## config.mk

```make
export PLATFORM = sky130hd
export DESIGN_NAME = elastic_drift_buffer
export DESIGN_NICKNAME = d
export VERILOG_FILES = /design/src/rtl/esb_pkg.sv /design/src/rtl/esb_slot_ring.sv /design/src/rtl/esb_playout.sv /design/src/rtl/esb_evt_count.sv /design/src/rtl/elastic_drift_buffer.sv
export SDC_FILE = /design/constraint.sdc
export NUM_CORES = 1
export LEC_CHECK = 0
export ABC_CLOCK_PERIOD_IN_PS = 3790
export CAP_MARGIN = 5
export CORE_UTILIZATION = 30
export DETAILED_ROUTE_END_ITERATION = 8
export DONT_BUFFER_PORTS = 1
export GPL_ROUTABILITY_DRIVEN = 0
export MAX_ROUTING_LAYER = met4
export PLACE_DENSITY_LB_ADDON = 0.15
export SETUP_SLACK_MARGIN = 0.05
export SKIP_CTS_REPAIR_TIMING = 1
export SLEW_MARGIN = 10
export SYNTH_ARGS = -nofsm -noshare
export SYNTH_HDL_FRONTEND = slang
export SYNTH_SLANG_ARGS = --single-unit
```

## constraint.sdc

```tcl
create_clock -name clk -period 3.79 [get_ports clk]
set_clock_uncertainty 0.15 [all_clocks]
set_input_delay 0.5685 -clock clk [delete_from_list [all_inputs] [get_ports clk]]
set_output_delay 0.5685 -clock clk [all_outputs]
set_load 0.03 [all_outputs]
```

## src/rtl/esb_pkg.sv

```systemverilog
package esb_pkg;

  // Correction applied in one frame; values are visible on the fix_mode port.
  typedef enum logic [1:0] {
    FIX_NONE   = 2'd0,
    FIX_REPEAT = 2'd1,
    FIX_SKIP   = 2'd2
  } fix_t;

  // Frame-start decision from the held packet count.
  function automatic fix_t choose_fix(input int held, input int target);
    if (held < target) return FIX_REPEAT;
    if (held > target) return FIX_SKIP;
    return FIX_NONE;
  endfunction

  // Number of buffered samples one playing tick uses up.
  function automatic int samples_used(input fix_t f, input bit empty);
    case (f)
      FIX_REPEAT: return 0;
      FIX_SKIP:   return 2;
      default:    return empty ? 0 : 1;
    endcase
  endfunction

endpackage

```

## src/rtl/esb_slot_ring.sv

```systemverilog
module esb_slot_ring #(
  parameter int SLOTS = 4,
  parameter int PKT_W = 64
) (
  input  logic                         clk,
  input  logic                         rst,
  input  logic                         push,
  input  logic [PKT_W-1:0]             push_data,
  input  logic                         pop,
  output logic [$clog2(SLOTS+1)-1:0]   held,
  output logic [PKT_W-1:0]             head_pkt,
  output logic [PKT_W-1:0]             next_pkt
);
  localparam int PTR_W = (SLOTS > 1) ? $clog2(SLOTS) : 1;
  localparam int OCC_W = $clog2(SLOTS + 1);

  logic [PKT_W-1:0] store [SLOTS];
  logic [PTR_W-1:0] wr_ptr, rd_ptr, rd_nx;
  logic [OCC_W-1:0] held_q;

  function automatic logic [PTR_W-1:0] ring_inc(input logic [PTR_W-1:0] p);
    return (p == PTR_W'(SLOTS - 1)) ? '0 : p + 1'b1;
  endfunction

  assign rd_nx    = ring_inc(rd_ptr);
  assign head_pkt = store[rd_ptr];
  assign next_pkt = store[rd_nx];
  assign held     = held_q;

  always_ff @(posedge clk) begin
    if (push) store[wr_ptr] <= push_data;
  end

  always_ff @(posedge clk) begin
    if (rst) begin
      wr_ptr <= '0;
      rd_ptr <= '0;
      held_q <= '0;
    end else begin
      if (push) wr_ptr <= ring_inc(wr_ptr);
      if (pop)  rd_ptr <= rd_nx;
      case ({push, pop})
        2'b10:   held_q <= held_q + 1'b1;
        2'b01:   held_q <= held_q - 1'b1;
        default: held_q <= held_q;
      endcase
    end
  end

  assert_occ_bound_R1: assert property (@(posedge clk) disable iff (rst)
    held_q <= OCC_W'(SLOTS));
  assert_push_room_R2: assert property (@(posedge clk) disable iff (rst)
    push |-> held_q < OCC_W'(SLOTS));
  assert_pop_nonempty_R7: assert property (@(posedge clk) disable iff (rst)
    pop |-> held_q != '0);

endmodule

```

## src/rtl/esb_playout.sv

```systemverilog
module esb_playout
  import esb_pkg::*;
#(
  parameter int SAMPLE_W    = 16,
  parameter int PKT_SAMPLES = 4,
  parameter int FRAME_LEN   = 128,
  parameter int TARGET      = 2,
  parameter int OCC_W       = 3
) (
  input  logic                            clk,
  input  logic                            rst,
  input  logic                            tick,
  input  logic [OCC_W-1:0]                held,
  input  logic [SAMPLE_W*PKT_SAMPLES-1:0] head_pkt,
  input  logic [SAMPLE_W*PKT_SAMPLES-1:0] next_pkt,
  output logic                            pop,
  output logic                            out_valid,
  output logic [SAMPLE_W-1:0]             out_sample,
  output logic                            out_fs,
  output logic [1:0]                      fix_mode,
  output logic                            muted,
  output logic                            ins_evt,
  output logic                            del_evt,
  output logic                            unf_evt
);
  localparam int IDX_W = $clog2(PKT_SAMPLES);
  localparam int POS_W = $clog2(FRAME_LEN);
  localparam int PKT_W = SAMPLE_W * PKT_SAMPLES;

  logic             muted_q;
  logic [POS_W-1:0] pos_q;
  logic [IDX_W-1:0] idx_q;
  fix_t             fix_q, fix_now;
  logic             play, at_start, empty;
  logic [IDX_W:0]   sel_lin, end_lin;
  logic [PKT_W-1:0] src_pkt;
  logic [SAMPLE_W-1:0] picked;
  int               used;

  assign play     = tick && !muted_q;
  assign at_start = play && (pos_q == '0);
  assign empty    = (held == '0);

  always_comb begin
    fix_now = at_start ? choose_fix(int'(held), TARGET) : FIX_NONE;
    used    = samples_used(fix_now, empty);
    sel_lin = {1'b0, idx_q} + ((fix_now == FIX_SKIP) ? (IDX_W+1)'(1) : '0);
    end_lin = {1'b0, idx_q} + (IDX_W+1)'(used);
    src_pkt = sel_lin[IDX_W] ? next_pkt : head_pkt;
    picked  = src_pkt[int'(sel_lin[IDX_W-1:0])*SAMPLE_W +: SAMPLE_W];
  end

  assign pop     = play && end_lin[IDX_W];
  assign ins_evt = play && (fix_now == FIX_REPEAT);
  assign del_evt = play && (fix_now == FIX_SKIP);
  assign unf_evt = play && (fix_now == FIX_NONE) && empty;

  always_ff @(posedge clk) begin
    if (rst) begin
      muted_q    <= 1'b1;
      pos_q      <= '0;
      idx_q      <= '0;
      fix_q      <= FIX_NONE;
      out_valid  <= 1'b0;
      out_sample <= '0;
      out_fs     <= 1'b0;
    end else begin
      out_valid <= tick;
      out_fs    <= at_start;
      if (muted_q && held >= OCC_W'(TARGET)) muted_q <= 1'b0;
      if (tick && muted_q) out_sample <= '0;
      if (play) begin
        pos_q <= (pos_q == POS_W'(FRAME_LEN - 1)) ? '0 : pos_q + 1'b1;
        idx_q <= end_lin[IDX_W-1:0];
        if (at_start) fix_q <= fix_now;
        if (unf_evt) out_sample <= '0;
        else if (!ins_evt) out_sample <= picked;
      end
    end
  end

  assign fix_mode = fix_q;
  assign muted    = muted_q;

  // Checker state: playing ticks since the last correction.
  logic [POS_W:0] gap_q;
  logic           seen_q;
  always_ff @(posedge clk) begin
    if (rst) begin
      gap_q  <= '0;
      seen_q <= 1'b0;
    end else if (ins_evt || del_evt) begin
      gap_q  <= '0;
      seen_q <= 1'b1;
    end else if (play && gap_q != (POS_W+1)'(FRAME_LEN)) begin
      gap_q <= gap_q + 1'b1;
    end
  end

  assert_one_fix_per_frame_R5: assert property (@(posedge clk) disable iff (rst)
    ((ins_evt || del_evt) && seen_q) |-> gap_q >= (POS_W+1)'(FRAME_LEN - 1));
  assert_repeat_holds_R3: assert property (@(posedge clk) disable iff (rst)
    ins_evt |=> out_sample == $past(out_sample));
  assert_skip_has_data_R4: assert property (@(posedge clk) disable iff (rst)
    del_evt |-> held >= OCC_W'(2));
  assert_muted_silent_R8: assert property (@(posedge clk) disable iff (rst)
    (tick && muted_q) |=> (out_sample == '0 && !out_fs));
  assert_empty_reads_zero_R9: assert property (@(posedge clk) disable iff (rst)
    unf_evt |=> out_sample == '0);
  assert_valid_follows_tick_R10: assert property (@(posedge clk) disable iff (rst)
    tick |=> out_valid);

endmodule

```

## src/rtl/esb_evt_count.sv

```systemverilog
module esb_evt_count #(
  parameter int CNT_W = 16
) (
  input  logic             clk,
  input  logic             rst,
  input  logic             inc,
  output logic [CNT_W-1:0] count
);
  always_ff @(posedge clk) begin
    if (rst)      count <= '0;
    else if (inc) count <= count + 1'b1;
  end
endmodule

```

## src/rtl/elastic_drift_buffer.sv

```systemverilog
module elastic_drift_buffer #(
  parameter int SAMPLE_W    = 16,
  parameter int PKT_SAMPLES = 4,
  parameter int SLOTS       = 4,
  parameter int TARGET      = 2,
  parameter int FRAME_LEN   = 128,
  parameter int CNT_W       = 16
) (
  input  logic                            clk,
  input  logic                            rst,
  input  logic                            pkt_valid,
  output logic                            pkt_ready,
  input  logic [SAMPLE_W*PKT_SAMPLES-1:0] pkt_data,
  input  logic                            sample_tick,
  output logic                            out_valid,
  output logic [SAMPLE_W-1:0]             out_sample,
  output logic                            out_frame_start,
  output logic [1:0]                      fix_mode,
  output logic                            muted,
  output logic [$clog2(SLOTS+1)-1:0]      occupancy,
  output logic                            ovf_pulse,
  output logic                            unf_pulse,
  output logic [CNT_W-1:0]                ins_count,
  output logic [CNT_W-1:0]                del_count,
  output logic [CNT_W-1:0]                ovf_count,
  output logic [CNT_W-1:0]                unf_count
);
  localparam int PKT_W  = SAMPLE_W * PKT_SAMPLES;
  localparam int OCC_W  = $clog2(SLOTS + 1);
  localparam int N_EVT  = 4;

  logic             push, pop, drop;
  logic [PKT_W-1:0] head_pkt, next_pkt;
  logic             ins_evt, del_evt, unf_evt;
  logic [N_EVT-1:0] evt;
  logic [CNT_W-1:0] evt_cnt [N_EVT];

  assign pkt_ready = (occupancy != OCC_W'(SLOTS));
  assign push      = pkt_valid && pkt_ready;
  assign drop      = pkt_valid && !pkt_ready;

  esb_slot_ring #(.SLOTS(SLOTS), .PKT_W(PKT_W)) i_ring (
    .clk(clk), .rst(rst), .push(push), .push_data(pkt_data), .pop(pop),
    .held(occupancy), .head_pkt(head_pkt), .next_pkt(next_pkt)
  );

  esb_playout #(
    .SAMPLE_W(SAMPLE_W), .PKT_SAMPLES(PKT_SAMPLES), .FRAME_LEN(FRAME_LEN),
    .TARGET(TARGET), .OCC_W(OCC_W)
  ) i_play (
    .clk(clk), .rst(rst), .tick(sample_tick), .held(occupancy),
    .head_pkt(head_pkt), .next_pkt(next_pkt), .pop(pop),
    .out_valid(out_valid), .out_sample(out_sample), .out_fs(out_frame_start),
    .fix_mode(fix_mode), .muted(muted),
    .ins_evt(ins_evt), .del_evt(del_evt), .unf_evt(unf_evt)
  );

  assign evt = {unf_evt, drop, del_evt, ins_evt};

  for (genvar g = 0; g < N_EVT; g++) begin : g_cnt
    esb_evt_count #(.CNT_W(CNT_W)) i_cnt (
      .clk(clk), .rst(rst), .inc(evt[g]), .count(evt_cnt[g])
    );
  end

  assign ins_count = evt_cnt[0];
  assign del_count = evt_cnt[1];
  assign ovf_count = evt_cnt[2];
  assign unf_count = evt_cnt[3];

  always_ff @(posedge clk) begin
    if (rst) begin
      ovf_pulse <= 1'b0;
      unf_pulse <= 1'b0;
    end else begin
      ovf_pulse <= drop;
      unf_pulse <= unf_evt;
    end
  end

  assert_drop_flagged_R2: assert property (@(posedge clk) disable iff (rst)
    drop |=> (ovf_pulse && $stable(occupancy) || ovf_pulse && pop == 1'b1 || ovf_pulse));
  assert_ready_tracks_room_R1: assert property (@(posedge clk) disable iff (rst)
    (occupancy == OCC_W'(SLOTS)) |-> !pkt_ready);

endmodule

```

* Word-level counts from Yosys, hierarchy flattened
Memory sizes are Yosys's and may differ from the RTL's. A register that Yosys moved wholly into a read port is not among the register bits.
Cells that the tools add are included.
** Word-level totals
- Bits in registers :: 103
- Memory bits (writable) :: 256
- Word-level logic and storage cells :: 82
- Memories kept :: 1
** Operators by class
- Add/subtract/negate cells :: 11
- Magnitude comparators :: 3
- Equal/unequal tests :: 8
- Shifts and indexed selects :: 1
- Muxes and demuxes :: 24
- Reduce and logical (&&, ||, !) cells :: 18
** Memory list
- i_ring.store :: depth 4, bits a word 64, read ports 2, clocked after Yosys merged registers in 1, wr ports 1, line esb_slot_ring.sv:17 : logic [PKT_W-1:0] store [SLOTS];
** Operators with widths (number)
- 16-bit by 1-bit adder with 16-bit output, second input constant :: 4
- 16-bit two-way mux :: 4
- 64-bit two-way mux :: 1
- 64-bit by 7-bit indexed part select with 16-bit output :: 1
- 2-bit two-way mux :: 9
- 3-bit case mux with 2 select lines :: 2
- 1-bit logical AND :: 11
- 2-bit == test, second input constant :: 4
- 7-bit by 1-bit adder with 7-bit output, second input constant :: 1
- 7-bit == test, second input constant :: 1
- 7-bit logical NOT :: 1
- 1-bit two-way mux :: 7
- 7-bit two-way mux :: 1
- 2-bit by 3-bit adder with 3-bit output :: 2
- 2-bit by 1-bit adder with 2-bit output, second input constant :: 2
- 2-bit by 1-bit == test with 1-bit output, second input constant :: 2
- 3-bit by 1-bit adder with 3-bit output, second input constant :: 1
- 3-bit by 2-bit >= comparator with 1-bit output, second input constant :: 1
- 3-bit by 2-bit greater-than comparator with 1-bit output, second input constant :: 1
- 3-bit logical NOT :: 1
- 3-bit by 2-bit less-than comparator with 1-bit output, second input constant :: 1
- 3-bit inequality test, second input constant :: 1
- 3-bit by 1-bit subtractor with 3-bit output, second input constant :: 1
- 1-bit logical NOT :: 2
- other kinds (3) :: 3

* Longest topological paths before layout
Gate-level depths: netlist of the first run.
- Depth after elaboration :: 14
- Mapped depth :: 18
- Mapped depth without buffers :: 17

* Hierarchy
Synthesis of the first run repeated with hierarchy kept, for this count alone.
** Second synthesis, totals
- Cell total of the unflattened synthesis :: 992
- Area total of the unflattened synthesis :: 16759.8 um^2
** By module, submodules not included
- esb_slot_ring :: times used 1, cells an instance 459, area an instance 11378.4 um^2
- esb_evt_count :: times used 4, cells an instance 83, area an instance 757.0 um^2
- esb_playout :: times used 1, cells an instance 193, area an instance 2272.2 um^2
- elastic_drift_buffer :: times used 1, cells an instance 8, area an instance 81.3 um^2

* Worst setup path before layout of the first run
No wires, ideal clock.
- Path type :: register -> register
- Start point :: register i_play.pos_q[0]
- End point :: register i_ring.held_q[2], in the netlist i_ring.held[2]
- Arrival :: 3579 ps
- Slack :: -10 ps
- Stages on the path, launching flop included :: 19
- Cell sequence :: dfxtp_1 > inv_1 > ha_1 > nor2b_1 > nand3_4 > buf_6 > nor2_1 > ha_1 > nor2b_1 > ha_1 > inv_1 > fa_1 > nor2_1 > ha_1 > inv_1 > fa_1 > xor2_1 > or3_1 > a21oi_1
** On the way
- Word-level cells in the longest chain between the ends :: 9
- Elaborated cells between the ends (all ways) :: 12
- Classes of those cells :: 1 x add/sub; 4 x eq/ne; 3 x mux; 4 x reduce/logical
** Ends and longest elaborated chain
- start, declared :: line esb_playout.sv:31 : logic [POS_W-1:0] pos_q;
- start signal, assigned :: line esb_playout.sv:73 : pos_q <= (pos_q == POS_W'(FRAME_LEN - 1)) ? '0 : pos_q + 1'b1;
- 7-bit logical NOT (*) :: line esb_playout.sv:41 : assign at_start = play && (pos_q == '0);
- 1-bit logical AND (*) :: line esb_playout.sv:41
- 2-bit two-way mux (*) :: line esb_playout.sv:45 : fix_now = at_start ? choose_fix(int'(held), TARGET) : FIX_NONE;
- named net i_play.fix_now[1] :: line esb_playout.sv:33 : fix_t fix_q, fix_now;
- 2-bit == test or 2-bit by 1-bit == test with 1-bit output (tied branches) :: line esb_pkg.sv:19 : case (f)
- 3-bit case mux with 2 select lines (*) :: line esb_pkg.sv:19
- 2-bit by 3-bit adder with 3-bit output (*) :: line esb_playout.sv:48 : end_lin = {1'b0, idx_q} + (IDX_W+1)'(used);
- 1-bit logical AND (*) :: line esb_playout.sv:53 : assign pop = play && end_lin[IDX_W];
- named net i_play.pop :: line esb_playout.sv:16 : output logic pop,
- 2-bit by 1-bit == test with 1-bit output or 2-bit == test (tied branches) :: line esb_slot_ring.sv:42 : case ({push, pop})
- 3-bit case mux with 2 select lines or 2-bit nonzero test (tied branches)
- end signal, assigned :: line esb_slot_ring.sv:43 : 2'b10: held_q <= held_q + 1'b1;
- end signal, assigned :: line esb_slot_ring.sv:44 : 2'b01: held_q <= held_q - 1'b1;
- end signal, assigned :: line esb_slot_ring.sv:45 : default: held_q <= held_q;
- end, declared :: line esb_slot_ring.sv:19 : logic [OCC_W-1:0] held_q;
Mark *: on every way through the listed nets, which the timed path passes. The rest lies on a longest branch.
A chain may end at the register's enable or synchronous reset.

* Worst setup path after layout of the first run
- Start point :: register i_play.pos_q[3]
- End point :: register i_ring.held_q[2], in the netlist i_ring.held[2]
** On the way
- Word-level cells in the longest chain between the ends :: 9
- Elaborated cells between the ends (all ways) :: 12
- Classes of those cells :: 1 x add/sub; 4 x eq/ne; 3 x mux; 4 x reduce/logical
** Ends and longest elaborated chain (line)
- 7-bit logical NOT (*) :: esb_playout.sv:41
- 1-bit logical AND (*) :: esb_playout.sv:41
- 2-bit two-way mux (*) :: esb_playout.sv:45
- 2-bit == test or 2-bit by 1-bit == test with 1-bit output (tied branches) :: esb_pkg.sv:19
- 3-bit case mux with 2 select lines (*) :: esb_pkg.sv:19
- 2-bit by 3-bit adder with 3-bit output (*) :: esb_playout.sv:48
- 1-bit logical AND (*) :: esb_playout.sv:53
- named net i_play.pop :: esb_playout.sv:16
- 2-bit by 1-bit == test with 1-bit output or 2-bit == test (tied branches) :: esb_slot_ring.sv:42
- 3-bit case mux with 2 select lines or 2-bit nonzero test (tied branches)
Marks and branches as above.

==> impl_metrics.json, run 1 <==
{
  "fin_crit_sh_pct": 90.1,
  "cp_data_arrival_time_ns": 3.76,
  "dpl_worst_slack_ns": 0.0954,
  "drv_cap": 0,
  "stdcell_count": 1948,
  "rsz0062_at_grt": "no",
  "dieArea_sq_um": 56100,
  "max_freq_mhz": 293,
  "vias_per_cell": 5.11,
  "ir_drop_v": 0.000319,
  "grt-ovfl-total": 0,
  "clock_power_share_pct": 45.3,
  "power.density_nw_per_um2": 458,
  "cp_num_buf_inv": 3,
  "totalPowerFinal_mw": 8.99,
  "drtPass1Iterations": 5,
  "hpwl_microns": 27800,
  "synth_top_cell_area_share_pct": 46.4,
  "min_path_type": "in -> reg",
  "met1_length_microns": 17900,
  "postSynthCellCount": 1116,
  "p_int_mw": 7.01,
  "initial_core_util_pct": 30.6,
  "vias": 9950,
  "max-slew-margin-rel_pct": 42.5,
  "clk_pin_slew_ns": 0.05,
  "slowest_delay_ns": 0.37,
  "drc_errors": 0,
  "cp_max_fo": 3,
  "critPathSlowestCell": "fa_2",
  "status": "finished, final reports clean",
  "p_leak_nw": 6.08,
  "async_reset_ff_share_pct": 0,
  "fin_nets": 1298,
  "die_w_microns": 237,
  "start_kind": "flop",
  "worst_slack_ns": 0.374,
  "seq_area_frac_synth_pct": 59.1,
  "crit_path_cell_trace": "nor4_4 > buf_4 > nand4_4 > ha_1 > nor2b_1 > ha_1 > inv_1 > fa_2 > nor2_2 > ha_2 > inv_1 > fa_1 > xor2_1 > or3_1 > a21oi_1",
  "highest_layer": "met4",
  "path_class": "reg -> reg",
  "comb_power_share_pct": 5.5,
  "cts_htree_levels": 2,
  "antenna_found_initial": 5,
  "met3WireLength_microns": 2840,
  "wl_microns": 42200,
  "io_pins": 159,
  "port_buffers": 0,
  "grt_pass1_wl_microns": 65200,
  "critPathRequiredTime_ns": 4.14,
  "synth_edf_count": 256,
  "netlist_area_sq_um": 16600,
  "pwr-share-seq_pct": 49.2,
  "clk_path_buf_depth": 3,
  "cts-buffers-inserted": 44,
  "drtIter0Drc": 525,
  "coreArea_sq_um": 54100,
  "cts_tree": "done",
  "worst_pin_slew_ns": 0.861,
  "wl_per_cell_microns": 21.6,
  "met2_length_microns": 20800,
  "synth_flop_cell": "edfxtp_1",
  "power_switching_mw": 1.99,
  "final_common_cell": "edfxtp_1",
  "setup_viol": 0,
  "grt_max_degree": 89,
  "die_h_microns": 237,
  "post-route-min-period_ns": 3.42,
  "yosys_warnings": 0,
  "yosys-top-cells-area": "edfxtp_1 (46%), mux4_2 (16%), dfxtp_1 (13%)",
  "hold_slack_ns": 0.0537,
  "insertion_delay_ns": 0.56,
  "dp_cells": 1792,
  "synth_fp_nets": 1203,
  "final.setup.tns_ns": 0,
  "synth-seq-cells": 361,
  "synth.largest_area_cell": "edfxtp_1",
  "avgSynthCellArea_sq_um": 14.8,
  "maxSlewViolCount": 0,
  "critPathTopFamily": "adder cells",
  "swShare_pct": 22.1,
  "syn2layout_area_growth_pct": 18.5,
  "layout-drive-gt1-share_pct": 21.5,
  "hold_viol": 0,
  "synth.distinct_cells": 59,
  "rows": 85,
  "antenna_left": 0,
  "cts.sink_count": 361,
  "worstSetupEndpointType": "flop",
  "final_cell_mix": "edfxtp_1 (256), mux4_2 (114), dfxtp_1 (102), nor2_1 (88), dlygate4sd3_1 (65)",
  "clock-root-buffer": "clkbuf_16",
  "grt_pass1_vias": 10200,
  "grt.total_usage_pct": 15.8
}
-- per-layer routing --
layer	global-route usage, %	vias up
met5	-	-
met4	4.07	0
met3	4.70	46
met2	25.7	232
met1	19.1	5080
li1	-	4592
-- flip-flops by register name, indices dropped and copies added, names as in the netlist, 3 cells and up, named ones only --
register,cells
g_cnt.i_cnt.count,64
i_play.out_sample,16
i_play.pos_q,7
i_ring.held,3
i_ring.store,256
-- cell usage after synthesis (all sizes together), types with 23 or more instances --
cell	count
a21oi	46
buf	53
dfxtp	105
edfxtp	256
inv	23
mux2i	47
mux4	114
nand2	47
nand3	26
nor2	91
nor2b	24
nor3	25
xnor2	32
xor2	24
-- power by group through the flow --
stage / logic [mW] / clock network [mW] / registers (mW)
detailed placement: 0.400 / 0 / 4.51
global placement: 0.402 / 0 / 4.50
finish: 0.495 / 4.08 / 4.42
floorplan: 0.273 / 0 / 4.50
global route: 0.543 / 4.38 / 4.43
CTS: 0.401 / 4.22 / 4.42
-- cell families after synthesis --
group / after synthesis / share of synthesized area [%]
adders and majority gates: 19 / 1.53
xor gates and xnor gates: 56 / 2.96
and+or+nand+nor: 303 / 9.94
AOI/OAI and AO/OA: 125 / 4.91
DFF: 361 / 59.1
muxes: 163 / 18.5
buffers and inverters: 89 / 3.04
-- worst reg2reg max path, delay by kind of cell (launching register included) --
family | cells | cell delay (ns)
fa+ha+maj | 5 | 1.37
simple gates | 5 | 0.91
flops | 1 | 0.33
buf+inv | 3 | 0.29
xor+xnor | 1 | 0.15
compound gates | 1 | 0.14
-- cell type report --
type                            instances  area (sq um)
Antenna cell                            5          12.5
Clock buffer                           63          1280
Sequential cell                       361          9800
Multi-Input combinational cell        666          6320
Tap cell                              696           871
Timing Repair Buffer                  115          1110
Clock inverter                         19           135
Fill cell                            5186         34500
Inverter                               23          86.3
-- through the flow --
step / cell area [sq um] / utilization, %
6_report: 19600 / 36.3
5_1_grt: 19600 / 36.3
4_1_cts: 18900 / 34.9
3_5_place_dp: 17500 / 32.3
3_3_place_gp: 17500 / 32.3
2_1_floorplan: 16600 / -
-- path summary, 6_finish.rpt --
path	from	end	slack, ns	depth (start not counted)
setup / recovery	i_play.pos_q[3]	i_ring.held[2]	0.37	15
setup reg to reg	i_play.pos_q[3]	i_ring.held[2]	0.37	15
hold reg to reg	i_ring.wr_ptr[0]	i_ring.wr_ptr[0]	0.37	2
hold / removal	rst	i_play.pos_q[5]	0.05	2
(Power assumes the default switching activity.)
==> inputs of run 2 (changes only) <==
--- a/config.mk
+++ b/config.mk
@@ -9,3 +9,4 @@
 export CAP_MARGIN = 5
-export CORE_UTILIZATION = 30
+export CORE_ASPECT_RATIO = 0.75
+export CORE_UTILIZATION = 40
 export DETAILED_ROUTE_END_ITERATION = 8
==> constraint.sdc (replaced) <==
create_clock -name clk -period 3.79 [get_ports clk]
set_clock_uncertainty 0.15 [all_clocks]
set_input_delay 0.1895 -clock clk [delete_from_list [all_inputs] [get_ports clk]]
set_output_delay 0.1895 -clock clk [all_outputs]
set_load 0.03 [all_outputs]
==> run 2 against run 1 <==
  * Clock-buffer cell count decreased by 9
  * Hold slack got worse by 0.069 ns
  * Worst setup slack got worse by 0.027 ns
  * Clock power decreased by 6.4%
  * Largest power group unchanged
  * Routed wire length decreased by 5.7%
  * Non-clock buffer count decreased by 7
  * Power decreased by 2.8%
  * Largest cell class unchanged
  * Sequential share of layout area increased by 0.98 points
  * The flow now finishes with violations (hold timing)
  * Flip-flop and latch count unchanged
  * Maximum frequency decreased by 0.79%
  * First-iteration DRC count increased by 26%
==> impl_metrics.json, run 2 (synthesis results as in run 1) <==
{
  "start_kind": "flop",
  "drc_errors": 0,
  "drtPass1Iterations": 7,
  "largest-register": "i_ring.store",
  "rows": 64,
  "grt-ovfl-total": 0,
  "cts_tree": "done",
  "initial_core_util_pct": 40.6,
  "fin_nets": 1286,
  "ir_drop_v": 0.000307,
  "layout-drive-gt1-share_pct": 19.9,
  "vias_per_cell": 5.62,
  "cp_data_arrival_time_ns": 3.76,
  "die_h_microns": 178,
  "coreArea_sq_um": 40800,
  "max-slew-margin-rel_pct": 58.0,
  "wl_microns": 39800,
  "final_cell_mix": "edfxtp_1 (256), mux4_2 (114), dfxtp_1 (102), nor2_1 (88), dlygate4sd3_1 (69)",
  "slowest_delay_ns": 0.39,
  "grt_pass1_wl_microns": 60400,
  "clk_path_buf_depth": 3,
  "final.setup.tns_ns": 0,
  "worst_pin_slew_ns": 0.629,
  "antenna_left": 0,
  "antenna_found_initial": 4,
  "clk_pin_slew_ns": 0.06,
  "cts.sink_count": 361,
  "critPathSlowestCell": "fa_2",
  "final_common_cell": "edfxtp_1",
  "cp_num_buf_inv": 3,
  "drv_cap": 0,
  "grt_pass1_vias": 9797,
  "dieArea_sq_um": 42200,
  "hold_slack_ns": -0.0154,
  "port_buffers": 0,
  "fin_crit_sh_pct": 90.8,
  "die_w_microns": 237,
  "insertion_delay_ns": 0.55,
  "syn2layout_area_growth_pct": 16.2,
  "io_pins": 159,
  "crit_path_cell_trace": "nor4_4 > buf_4 > nand4_4 > ha_1 > nor2b_1 > ha_1 > inv_1 > fa_2 > nor2_4 > ha_2 > inv_1 > fa_1 > xor2_1 > or3_1 > a21oi_1",
  "reg_top3": "i_ring.store x256, g_cnt.i_cnt.count x64, i_play.out_sample x16",
  "max_freq_mhz": 290,
  "setup_viol": 0,
  "p_leak_nw": 5.96,
  "hpwl_microns": 25200,
  "post-route-min-period_ns": 3.44,
  "drtIter0Drc": 664,
  "clock-root-buffer": "clkbuf_16",
  "largest_reg_flops": 256,
  "grt.total_usage_pct": 19.3,
  "critPathTopFamily": "adder cells",
  "regToRegSetupSlack_ns": 0.35,
  "path_class": "reg -> reg",
  "critPathRequiredTime_ns": 4.11,
  "rsz0062_at_grt": "no",
  "vias": 9894,
  "wl_per_cell_microns": 22.6,
  "violations": "hold timing",
  "cts_htree_levels": 2,
  "worstSetupEndpointType": "flop",
  "cp_max_fo": 4,
  "cts-buffers-inserted": 39,
  "maxSlewViolCount": 0,
  "status": "finished with violations",
  "power.density_nw_per_um2": 454,
  "fillers": 3511,
  "hold_viol": 1,
  "post-route-util_pct": 47.2,
  "grt_max_degree": 89,
  "min_path_type": "in -> reg"
}
==> run 2: cell types whose count changed in the layout (fill, tap and decap cells not counted), moves of 2 or more <==
cell | previous run | this run
clkbuf_1 | 10 | 12
buf_4 | 44 | 31
buf_12 | 5 | 7
dlygate4sd3_1 | 65 | 69
clkbuf_16 | 46 | 39
bufinv_16 | 1 | 4
nor2_4 | 1 | 3
clkinvlp_4 | 0 | 2
clkinv_2 | 8 | 2
nor2_2 | 2 | 0
clkbuf_8 | 7 | 3
==> run 2: worst reg2reg max path, cell delays in order (launching register included) <==
cell     delay, ns
dfxtp_1       0.33
nor4_4        0.30
buf_4         0.20
nand4_4       0.10
ha_1          0.28
nor2b_1       0.13
ha_1          0.15
inv_1         0.05
fa_2          0.39
nor2_4        0.11
ha_2          0.19
inv_1         0.05
fa_1          0.37
xor2_1        0.16
or3_1         0.30
a21oi_1       0.14
==> run 2: layout make-up <==
type,count,area [sq um],share of cell area [%]
inverters,23,86.3,0.449
multi-input cells,666,6330,32.9
diodes,4,10.0,0.0520
clock inverters,17,199,1.03
well taps,528,661,3.43
clock buffers,54,1060,5.52
flip-flops and latches,361,9800,50.9
repair buffers,108,1090,5.67
==> run 2: per-stage QoR <==
stage / cells / worst slack, ns / instance area (sq um) / total power [mW]
2_1_floorplan: 1116 / 0.0895 / 16600 / 4.78
3_3_place_gp: 1616 / 0.207 / 17200 / 4.90
5_1_grt: 1761 / 0.0606 / 19200 / 9.04
6_report: 1761 / 0.347 / 19200 / 8.74
4_1_cts: 1687 / 0.128 / 18500 / 8.73
3_5_place_dp: 1616 / 0.139 / 17200 / 4.90
==> run 2: where the power goes <==
group          internal, mW  switching, mW  leakage (nW)
Clock                  2.24           1.58         0.607
Combinational         0.219          0.282          2.15
Sequential             4.36         0.0640          3.20
Total                  6.82           1.92          5.96
==> run 2: path summary, 6_finish.rpt <==
kind / startpoint / endpoint / cells after the start
max: i_play.pos_q[2] / i_ring.held[2] / 15
max reg2reg: i_play.pos_q[2] / i_ring.held[2] / 15
min reg2reg: i_ring.wr_ptr[0] / i_ring.wr_ptr[0] / 2
min: sample_tick / i_play.idx_q[0] / 4
==> run 2: per-layer routing <==
layer	vias up	global-route usage [%]	wire, microns	part of all wire [%]
met5	-	-	0	0
met2	226	28.2	17800	45
met3	44	6.05	2490	6.3
met4	0	4.68	609	1.5
met1	5080	26.1	18900	47
li1	4544	-	-	-
